`config.mk`:
```
export PLATFORM = sky130hd
export DESIGN_NAME = cfgseq_top
export DESIGN_NICKNAME = d
export VERILOG_FILES = /design/src/rtl/cfgseq_pkg.sv /design/src/rtl/cfgseq_revsel.sv /design/src/rtl/cfgseq_offset.sv /design/src/rtl/cfgseq_rom.sv /design/src/rtl/cfgseq_top.sv
export SDC_FILE = /design/constraint.sdc
export NUM_CORES = 1
export LEC_CHECK = 0
export BUFFER_PORTS_ARGS = -buffer_cell sky130_fd_sc_hd__buf_2
export CAP_MARGIN = 20
export CORE_ASPECT_RATIO = 0.9
export CORE_UTILIZATION = 40
export CTS_BUF_LIST = sky130_fd_sc_hd__clkbuf_4 sky130_fd_sc_hd__clkbuf_8 sky130_fd_sc_hd__clkbuf_16
export CTS_CLUSTER_DIAMETER = 200
export DETAILED_ROUTE_END_ITERATION = 10
export PLACE_DENSITY_LB_ADDON = 0.15
export SLEW_MARGIN = 40
export SYNTH_ARGS = -nofsm -noshare
export SYNTH_HDL_FRONTEND = slang
export SYNTH_SLANG_ARGS = --single-unit
```
`constraint.sdc`:
```
create_clock -name clk -period 2.2 [get_ports clk]
set_input_delay 0.22 -clock clk [delete_from_list [all_inputs] [get_ports clk]]
set_output_delay 0.22 -clock clk [all_outputs]
set_load 0.1 [all_outputs]
```
`src/rtl/cfgseq_pkg.sv`:
```
package cfgseq_pkg;

    // Revision select width (fixed by the two-pin select interface)
    localparam int REV_W = 2;

    // Stream state of the sequencer
    typedef enum logic [1:0] {
        SQ_PARKED,   // not streaming (chip disabled or held in reload)
        SQ_STREAM,   // delivering words
        SQ_SPENT     // region exhausted, hand-off to chain
    } sq_state_e;

    // Control decisions derived from the input pins each cycle
    typedef struct packed {
        logic active;   // chip enabled and not in reload
        logic reload;   // park counter at region start
        logic stall;    // parallel-mode busy
    } sq_ctrl_t;

    // Stored word at a linear address
    function automatic logic [31:0] cfg_word(input int unsigned idx);
        return (idx * 32'd29) ^ 32'h0000_00A5;
    endfunction

endpackage

```
`src/rtl/cfgseq_revsel.sv`:
```
module cfgseq_revsel
    import cfgseq_pkg::*;
(
    input  logic             clk,
    input  logic             load,
    input  logic             ext_sel,
    input  logic [REV_W-1:0] rev_pin,
    input  logic [REV_W-1:0] rev_int,
    output logic [REV_W-1:0] rev_q
);

    logic [REV_W-1:0] rev_pick;

    always_comb begin
        rev_pick = ext_sel ? rev_int : rev_pin;
    end

    always_ff @(posedge clk) begin
        if (load) begin
            rev_q <= rev_pick;
        end
    end

endmodule

```
`src/rtl/cfgseq_offset.sv`:
```
module cfgseq_offset
    import cfgseq_pkg::*;
#(
    parameter int REGION_DEPTH = 16,
    localparam int OFF_W = $clog2(REGION_DEPTH)
) (
    input  logic             clk,
    input  logic             reload,
    input  logic             step,
    output logic [OFF_W-1:0] offset,
    output logic             spent
);

    localparam logic [OFF_W-1:0] OFF_LAST = OFF_W'(REGION_DEPTH - 1);

    always_ff @(posedge clk) begin
        if (reload) begin
            offset <= '0;
            spent  <= 1'b0;
        end else if (step && !spent) begin
            if (offset == OFF_LAST) begin
                spent <= 1'b1;
            end else begin
                offset <= offset + 1'b1;
            end
        end
    end

endmodule

```
`src/rtl/cfgseq_rom.sv`:
```
module cfgseq_rom
    import cfgseq_pkg::*;
#(
    parameter int DATA_W = 8,
    parameter int DEPTH  = 64,
    localparam int ADDR_W = $clog2(DEPTH)
) (
    input  logic [ADDR_W-1:0] addr,
    output logic [DATA_W-1:0] data
);

    logic [DATA_W-1:0] cells [DEPTH];

    for (genvar i = 0; i < DEPTH; i++) begin : g_cell
        logic [31:0] full;
        assign full     = cfg_word(i);
        assign cells[i] = full[DATA_W-1:0];
    end

    assign data = cells[addr];

endmodule

```
`src/rtl/cfgseq_top.sv`:
```
module cfgseq_top
    import cfgseq_pkg::*;
#(
    parameter int DATA_W       = 8,
    parameter int REGION_DEPTH = 16,
    localparam int REV_COUNT   = 1 << REV_W,
    localparam int DEPTH       = REV_COUNT * REGION_DEPTH,
    localparam int OFF_W       = $clog2(REGION_DEPTH),
    localparam int ADDR_W      = $clog2(DEPTH)
) (
    input  logic              clk,
    input  logic              rst,
    input  logic              ce_n,
    input  logic              oe_rstn,
    input  logic              busy,
    input  logic              par_mode,
    input  logic              ext_sel,
    input  logic [REV_W-1:0]  rev_pin,
    input  logic [REV_W-1:0]  rev_int,
    input  logic              fwd_clk_en,
    output logic [DATA_W-1:0] dout,
    output logic              dout_oe,
    output logic              clk_fwd,
    output logic              clk_fwd_oe,
    output logic              chain_ce_n
);

    sq_ctrl_t         ctl;
    sq_state_e        state;
    logic [REV_W-1:0] rev_q;
    logic [OFF_W-1:0] offset;
    logic             spent;
    logic [ADDR_W-1:0] addr;

    always_comb begin
        ctl.active = !ce_n && oe_rstn;
        ctl.reload = rst || !oe_rstn;
        ctl.stall  = par_mode && busy;
    end

    cfgseq_revsel u_revsel (
        .clk     (clk),
        .load    (ctl.reload),
        .ext_sel (ext_sel),
        .rev_pin (rev_pin),
        .rev_int (rev_int),
        .rev_q   (rev_q)
    );

    cfgseq_offset #(
        .REGION_DEPTH (REGION_DEPTH)
    ) u_offset (
        .clk    (clk),
        .reload (ctl.reload),
        .step   (ctl.active && !ctl.stall),
        .offset (offset),
        .spent  (spent)
    );

    assign addr = {rev_q, offset};

    cfgseq_rom #(
        .DATA_W (DATA_W),
        .DEPTH  (DEPTH)
    ) u_rom (
        .addr (addr),
        .data (dout)
    );

    always_comb begin
        if (!ctl.active)  state = SQ_PARKED;
        else if (spent)   state = SQ_SPENT;
        else              state = SQ_STREAM;
    end

    assign dout_oe    = (state == SQ_STREAM);
    assign chain_ce_n = (state != SQ_SPENT);
    assign clk_fwd    = clk;
    assign clk_fwd_oe = (state != SQ_PARKED) && fwd_clk_en;

endmodule

```
* After elaboration in Yosys (flattened, before gate mapping)
Memory sizes are Yosys's and may differ from the RTL's.
Cells that the tools add are included.
** Cells by class
- Equal/unequal tests :: 3
- Divide/modulo/power cells :: 0
- Magnitude comparators :: 1
- Muxes and demuxes :: 5
- Bitwise gates (word level) :: 2
- Shift operators :: 0
- Multipliers :: 0
- Reductions and logical operators :: 13
- Add/sub/neg operators :: 1
** Operator list (number)
- 8-bit two-way mux :: 2
- 7-bit greater-or-equal comparator, second input constant :: 1
- 6-bit inverter with 7-bit output :: 1
- 2-bit two-way mux :: 3
- 1-bit logical AND :: 5
- 4-bit by 1-bit adder with 4-bit output, second input constant :: 1
- 4-bit equality test, second input constant :: 1
- 1-bit zero test :: 4
- 2-bit AND reduction :: 2
- 2-bit by 1-bit equality test with 1-bit output, second input constant :: 1
- 2-bit inequality test, second input constant :: 1
- 2-bit nonzero test :: 1
- 1-bit logical OR :: 1
- 1-bit inverter :: 1
** Word-level totals
- Logic and storage cells :: 29
- Memory bits (read-only) :: 512
- Latch bits :: 0
- RAM bits :: 0
- Output and inout bits :: 12
- Memories :: 1
- Register bits :: 7
** Memories
- (name not given) :: depth 64, width 8, rd ports 1, clocked after Yosys merged registers in 0, wr ports 0, line cfgseq_rom.sv:20 : assign data = cells[addr];

* Depth between registers and ports, before layout
Gate-level depths: netlist of the first run.
- Depth in word-level cells :: 5
- Mapped depth :: 8

* Hierarchy
A second synthesis of the first run with hierarchy kept.
** Second synthesis, totals
- Cells, all modules :: 122
- Area total of the unflattened synthesis :: 1018.5 µm²
** Modules (own cells, without submodules)
- cfgseq_rom :: cells an instance 86, area each 649.4 µm², times used 1
- cfgseq_offset :: cells an instance 24, area each 231.5 µm², times used 1
- cfgseq_revsel :: cells an instance 4, area each 82.6 µm², times used 1
- cfgseq_top :: cells an instance 8, area each 55.1 µm², times used 1

==> impl_results.md, run 1 <==
* Max-Cap Viols at 0
* Leading area contributor after synthesis: ha_1
* Period utilisation layout at 108.5%
* Synth Flop Type: dfxtp_1
* CTS tree: yes
* Final Hold Viols at 0
* Placed inst area at 1373 um2
* Worst slew margin at 67.68%
* Rows at 16
* Final worst setup slack at -0.1869 ns
* Die ar. at 2687 um2
* GRT Resource Usage Total at 26.00%
* First drt pass iteration count at 4
* First-pass GRT wire length at 4974 um
* Area Overhead vs Synth at 63.98%
* Vias at 1,122
* Clock slew at reported path FFs at 0.05 ns
* DR WL/cell at 15.16 um
* Final Cell Area at 1629 um2
* Synth Instances at 129
* IO buf count at 23
* Worst r2r src: u_offset.offset[0]
* Core Area at 2262 um2
* Synth area leaders: ha_1, dfxtp_1, edfxtp_1
* Remaining DRCs at 0
* Crit-path max FO at 6
* Initial core utilization at 43.92%
* Seq cells post-synth at 7
* Fmax at 419.0 MHz
* Cell area after synthesis at 993.5 um2
* Fin crit period at 2.387 ns
* Setup crit end kind: output pin
* Fin. max-slew vios at 0
* Post-Route WL at 2925 um
* Failing checks: setup timing
* Final setup violation count at 3
* Synth unique cells at 42
* Top post-synthesis cells by count: a21oi_1, ha_1, nor2_1
* Vias in the first global route at 1,096
* Number of synthesized flops with an enable pin at 2
* Max VDD drop at 658.8 uV
* Clock skew at 0.002997 ns
* Final ANT Viol Nets at 0
* Unrepaired setup endpoints after global routing: true
* Final design utilization at 72.01%
* Initial DRC count at 28
* Nets at 189
* Layout cell share with drive strength beyond 1 at 51.20%
* Die Width at 54.53 um
* Crit path launch type: flop
* GPL Wtd Cong at 0.8245
* Hold_ws at 0.1635 ns
* Avg Cell Area, Syn at 7.701 um2
* Die Span Y at 49.28 um
* CP Data Required Time at 1.98 ns
* Top Ports at 24
* Pre-CTS setup slack at -0.04594 ns
* WP data arrival at 2.17 ns
* Status: finished with violations
* Pin count of the biggest net entering global routing at 29
* Grt total ovfl at 0
* Critical path startpoint: u_offset.offset[0]
* Leak at 0.6668 nW
* Top-area cell type share of the netlist area at 12.59%
* Asr flop ratio synth at 0%
* Syn nets at 151
* # diodes at 0
* Seq/Total Area, Yosys at 16.12%
* Hold Path Class: input pin to flop
* CTS hold repair buffers at 0
* Most common cell in the synthesized netlist: a21oi_1
* Avg Vias per Cell at 5.813
* Critical path class: flop to output pin
* Detailed placer's ending HPWL at 1884 um
* Worst-margin pin slew at 0.4882 ns
* Synthesis Warnings at 0
* P per Cell Area at 521.0 nW/um2
* Clk Latency, worst-skew pair at 0.36 ns
* Initial antenna violation count at 0
* HP Start: rev_int[0]
==> final timing paths <==
kind,to,slack [ns],cells past startpoint
hold reg to reg,u_offset.spent,0.57,1
hold / removal,u_revsel.rev_q[0],0.16,2
setup / recovery,dout[6],-0.19,7
setup reg to reg,u_offset.offset[1],0.84,6
==> power breakdown <==
| part | switching, mW | internal [mW] |
|---|---|---|
| sequential | 0.00586 | 0.137 |
| combinational | 0.208 | 0.133 |
| clock | 0.211 | 0.154 |
| total | 0.425 | 0.424 |
==> cell families after synthesis <==
kind of cell / count (synthesis) / share of synthesized area (%)
buffers and inverters: 19 / 9.573
multiplexers: 9 / 10.71
AO/OA/AOI/OAI: 37 / 24.06
adder cells (fa/ha/maj): 10 / 12.59
AND/OR/NAND/NOR: 42 / 22.54
XOR/XNOR: 5 / 4.409
flip-flops: 7 / 16.12
==> sequential cells by signal, indices dropped and copies added, names as in the netlist <==
| signal | count |
|---|---|
| u_offset.offset | 4 |
| u_revsel.rev_q | 2 |
| u_offset.spent | 1 |
==> critical path, cell delays in order, from the launching register on <==
cell        delay [ns]
dfxtp_4           0.36
clkinvlp_4        0.14
ha_4              0.27
inv_1             0.09
o21ai_0           0.13
a2111oi_2         0.48
a211o_4           0.18
buf_12            0.16
==> metal layers <==
metal | vias to the layer above | track usage, % | wire [um]
li1 | 541 | - | -
met1 | 527 | 31.84 | 1215
met2 | 43 | 40.04 | 1462
met3 | 11 | 7.788 | 181
met4 | 0 | 12.82 | 66
met5 | - | 0 | 0
==> stage by stage <==
| step | std cells | TNS (ns) | power, mW |
|---|---|---|---|
| final | 193 | -0.4023 | 0.8487 |
| after global placement | 175 | 0 | 0.6115 |
| after detailed placement | 175 | -0.04594 | 0.6165 |
| after CTS | 189 | -0.4372 | 0.8448 |
| after floorplan | 129 | -0.1513 | 0.5330 |
| after global routing | 193 | -0.7033 | 0.8866 |
==> placed cells by master (no fill, tap or decap), types with 3 or more instances in the layout <==
| master | count |
|---|---|
| a21oi_1 | 7 |
| clkbuf_4 | 7 |
| inv_2 | 3 |
| nand2_1 | 8 |
| nor2b_1 | 3 |
| buf_12 | 9 |
| ha_1 | 6 |
| dfxtp_1 | 3 |
| mux2_2 | 3 |
| buf_2 | 16 |
| mux2i_1 | 4 |
| o21ai_0 | 4 |
| ha_4 | 3 |
| buf_4 | 14 |
| nor2_1 | 10 |
| a21oi_2 | 3 |
| inv_1 | 4 |
| nand2b_1 | 7 |
==> cell type report <==
class                   instances  area, um2
multi-input cells             103      953.4
fillers                       168      633.1
repair buffers                 40      382.9
flip-flops and latches          7      167.7
clock buffers                   8      57.56
inverters                       8      33.78
well taps                      27      33.78
==> repair_timing <==
action,4_1_cts,5_1_grt
setup buffers,7,4
gates resized for setup,22,6
pin swaps,6,4
endpoints found under the setup margin,6,6
No activity file was read; power rests on OpenSTA's default activity.
==> run 2, diff against run 1 <==
--- a/config.mk
+++ b/config.mk
@@ -5,13 +5,13 @@
 export SDC_FILE = /design/constraint.sdc
 export NUM_CORES = 1
 export LEC_CHECK = 0
-export BUFFER_PORTS_ARGS = -buffer_cell sky130_fd_sc_hd__buf_2
 export CAP_MARGIN = 20
 export CORE_ASPECT_RATIO = 0.9
 export CORE_UTILIZATION = 40
 export CTS_BUF_LIST = sky130_fd_sc_hd__clkbuf_4 sky130_fd_sc_hd__clkbuf_8 sky130_fd_sc_hd__clkbuf_16
 export CTS_CLUSTER_DIAMETER = 200
 export DETAILED_ROUTE_END_ITERATION = 10
+export DONT_BUFFER_PORTS = 1
 export PLACE_DENSITY_LB_ADDON = 0.15
 export SLEW_MARGIN = 40
 export SYNTH_ARGS = -nofsm -noshare
==> run 2 against run 1 <==
  * The flow still finishes with violations (setup timing)
  * First-iteration DRC count rose by 54%
  * Sequential share of layout area increased by 1.3 points
  * Final area down 11%
  * Fmax up 0.81%
  * Combinational power decreased by 11%
  * Utilization shrank 8.2 points
  * Die area stayed put
  * Final cell count is 8.8% lower
  * Setup slack gained 0.019 ns
  * Sequential power rose by 3%
  * Highest routed layer unchanged
  * Largest power group is now combinational cells
  * Hold slack better by 0.022 ns
==> impl_results.md, run 2 (synthesis results as in run 1) <==
* Status: finished with violations
* Failing checks: setup timing
* Clock Power Share at 22.5%
* Max reg flops at 4
* Setup crit end kind: output pin
* Clock skew at 0.01088 ns
* Part of the power in registers at 25.5%
* Initial DRC count at 43
* Vias at 1,021
* Placed inst area at 1277 um2
* Vias in the first global route at 987
* Layout cell share with drive strength beyond 1 at 41.61%
* Pin count of the biggest net entering global routing at 23
* Unrepaired setup endpoints after global routing: true
* Worst slew margin at 63.06%
* Largest regs: u_offset.offset x4, u_revsel.rev_q x2, u_offset.spent x1
* Design Power at 0.5809 mW
* Largest Register: u_offset.offset
* Fin crit period at 2.368 ns
* Dpl cells at 162
* Initial antenna violation count at 0
* Top Ports at 24
* Worst hold stages at 1
* Switch Pwr at 0.2531 mW
* H-tree level count at 1
* Commonest non-fill, non-tap cell in the layout: buf_4
* Die ar. at 2687 um2
* Worst-margin pin slew at 0.5542 ns
* Rows at 16
* HP Start: rev_pin[1]
* Clock slew at reported path FFs at 0.06 ns
* Final setup violation count at 2
* Period utilisation layout at 107.6%
* Pre-CTS setup slack at -0.04604 ns
* Crit path launch type: flop
* Net Sw Frac at 43.56%
* Setup TNS at -0.2152 ns
* Grt total ovfl at 0
* First-pass GRT wire length at 4623 um
* Fin. max-slew vios at 0
* Clk Latency, worst-skew pair at 0.26 ns
* Final design utilization at 63.77%
* Worst Hold Path EP: u_revsel.rev_q[1]
* Max VDD drop at 320.0 uV
* Busiest grt layer: met2
* GRT Resource Usage Total at 23.62%
* Detailed placer's ending HPWL at 1923 um
* P_int at 0.3279 mW
* Reg2reg setup slack at 0.82 ns
* Worst flop-to-flop path endpoint: u_offset.offset[1]
* CTS tree: yes
* Die Width at 54.53 um
* Crit-path max FO at 6
* Core Area at 2262 um2
* First drt pass iteration count at 5
* Area Overhead vs Synth at 45.21%
* Remaining DRCs at 0
* Post-route insts no fill at 176
* Leak at 0.5823 nW
* Die Span Y at 49.28 um
* Final worst setup slack at -0.1678 ns
* Hold_ws at 0.1852 ns
* Slowest-stage cell, CP: mux4_2
* Crit path cell chain: clkinvlp_4 -> ha_4 -> mux4_2 -> a211oi_4 -> a211o_4
* WP data arrival at 2.15 ns
* Avg Vias per Cell at 5.801
* IO buf count at 0
* Post-Route WL at 2801 um
* Fmax at 422.3 MHz
* Hold Path Class: input pin to flop
* Initial core utilization at 43.92%
* GPL Wtd Cong at 0.8813
* Final Hold Viols at 0
* Critical path class: flop to output pin
* Final ANT Viol Nets at 0
* Met3 Use GR at 5.296%
* CTS sink cnt at 7
* GR Layer Usage met1 at 31.47%
* Register-to-Register Path Depth at 6
* Num CTS Buffers at 3
* Max-Cap Viols at 0
* Comb power frac at 52.0%
* Most frequent cells in the layout: buf_4, nor2_1, a21oi_1, nand2_1
* P per Cell Area at 402.7 nW/um2
* CTS Buffer Depth at 2
* CP Data Required Time at 1.98 ns
* Max incr delay on CP at 0.49 ns
* Nets at 172
* Root Buffer: clkbuf_4
* M2 GR Usage at 35.57%
* # diodes at 0
* Worst r2r src: u_offset.offset[0]
* CTS hold repair buffers at 0
* DR WL/cell at 15.91 um
* Final Cell Area at 1443 um2
-- run 2: changes by cell type in the layout (fill, tap and decap cells not counted), sizes merged --
cell	change
clkbuf	-3
buf	-14
-- run 2: area by class of cell --
| class | instances | area (um2) |
|---|---|---|
| Inverter | 8 | 33.78 |
| Sequential cell | 7 | 167.7 |
| Timing Repair Buffer | 27 | 277.8 |
| Tap cell | 27 | 33.78 |
| Multi-Input combinational cell | 103 | 899.6 |
| Fill cell | 181 | 819.5 |
| Clock buffer | 4 | 30.03 |
-- run 2: timing repair --
action / CTS / global route
endpoints found under the setup margin: 3 / 4
gates resized for setup: 8 / 9
buffers inserted: 6 / 4
pin swaps: 5 / 7
-- run 2: layer usage --
layer | up-vias | wire length (um)
li1 | 501 | -
met1 | 475 | 1236
met2 | 38 | 1356
met3 | 7 | 150
met4 | 0 | 58
met5 | - | 0
-- run 2: power by group through the flow --
stage                     Clock, mW  Combinational [mW]  Sequential, mW
after floorplan               0.172               0.218           0.143
after CTS                     0.132               0.290           0.147
final                         0.131               0.302           0.148
after global routing          0.137               0.315           0.149
after detailed placement          0               0.280           0.152
after global placement            0               0.277           0.152
-- run 2: worst max path at each step --
| stage | from | end | slack [ns] |
|---|---|---|---|
| after floorplan | u_offset.offset[0] | dout[7] | -0.08 |
| after global placement | u_offset.offset[0] | dout[6] | 0.13 |
| after detailed placement | u_offset.offset[0] | dout[6] | -0.05 |
| after CTS | u_offset.offset[0] | dout[6] | -0.07 |
| after global routing | u_offset.offset[0] | dout[6] | -0.21 |
| final | u_offset.offset[0] | dout[6] | -0.17 |
-- run 2: critical path: cells and delay by family, from the launching register on --
kind	cells	cell delay [ns]
AO/OA/AOI/OAI	2	0.61
multiplexers	1	0.49
flip-flops	1	0.36
adder cells (fa/ha/maj)	1	0.27
buffers and inverters	1	0.14
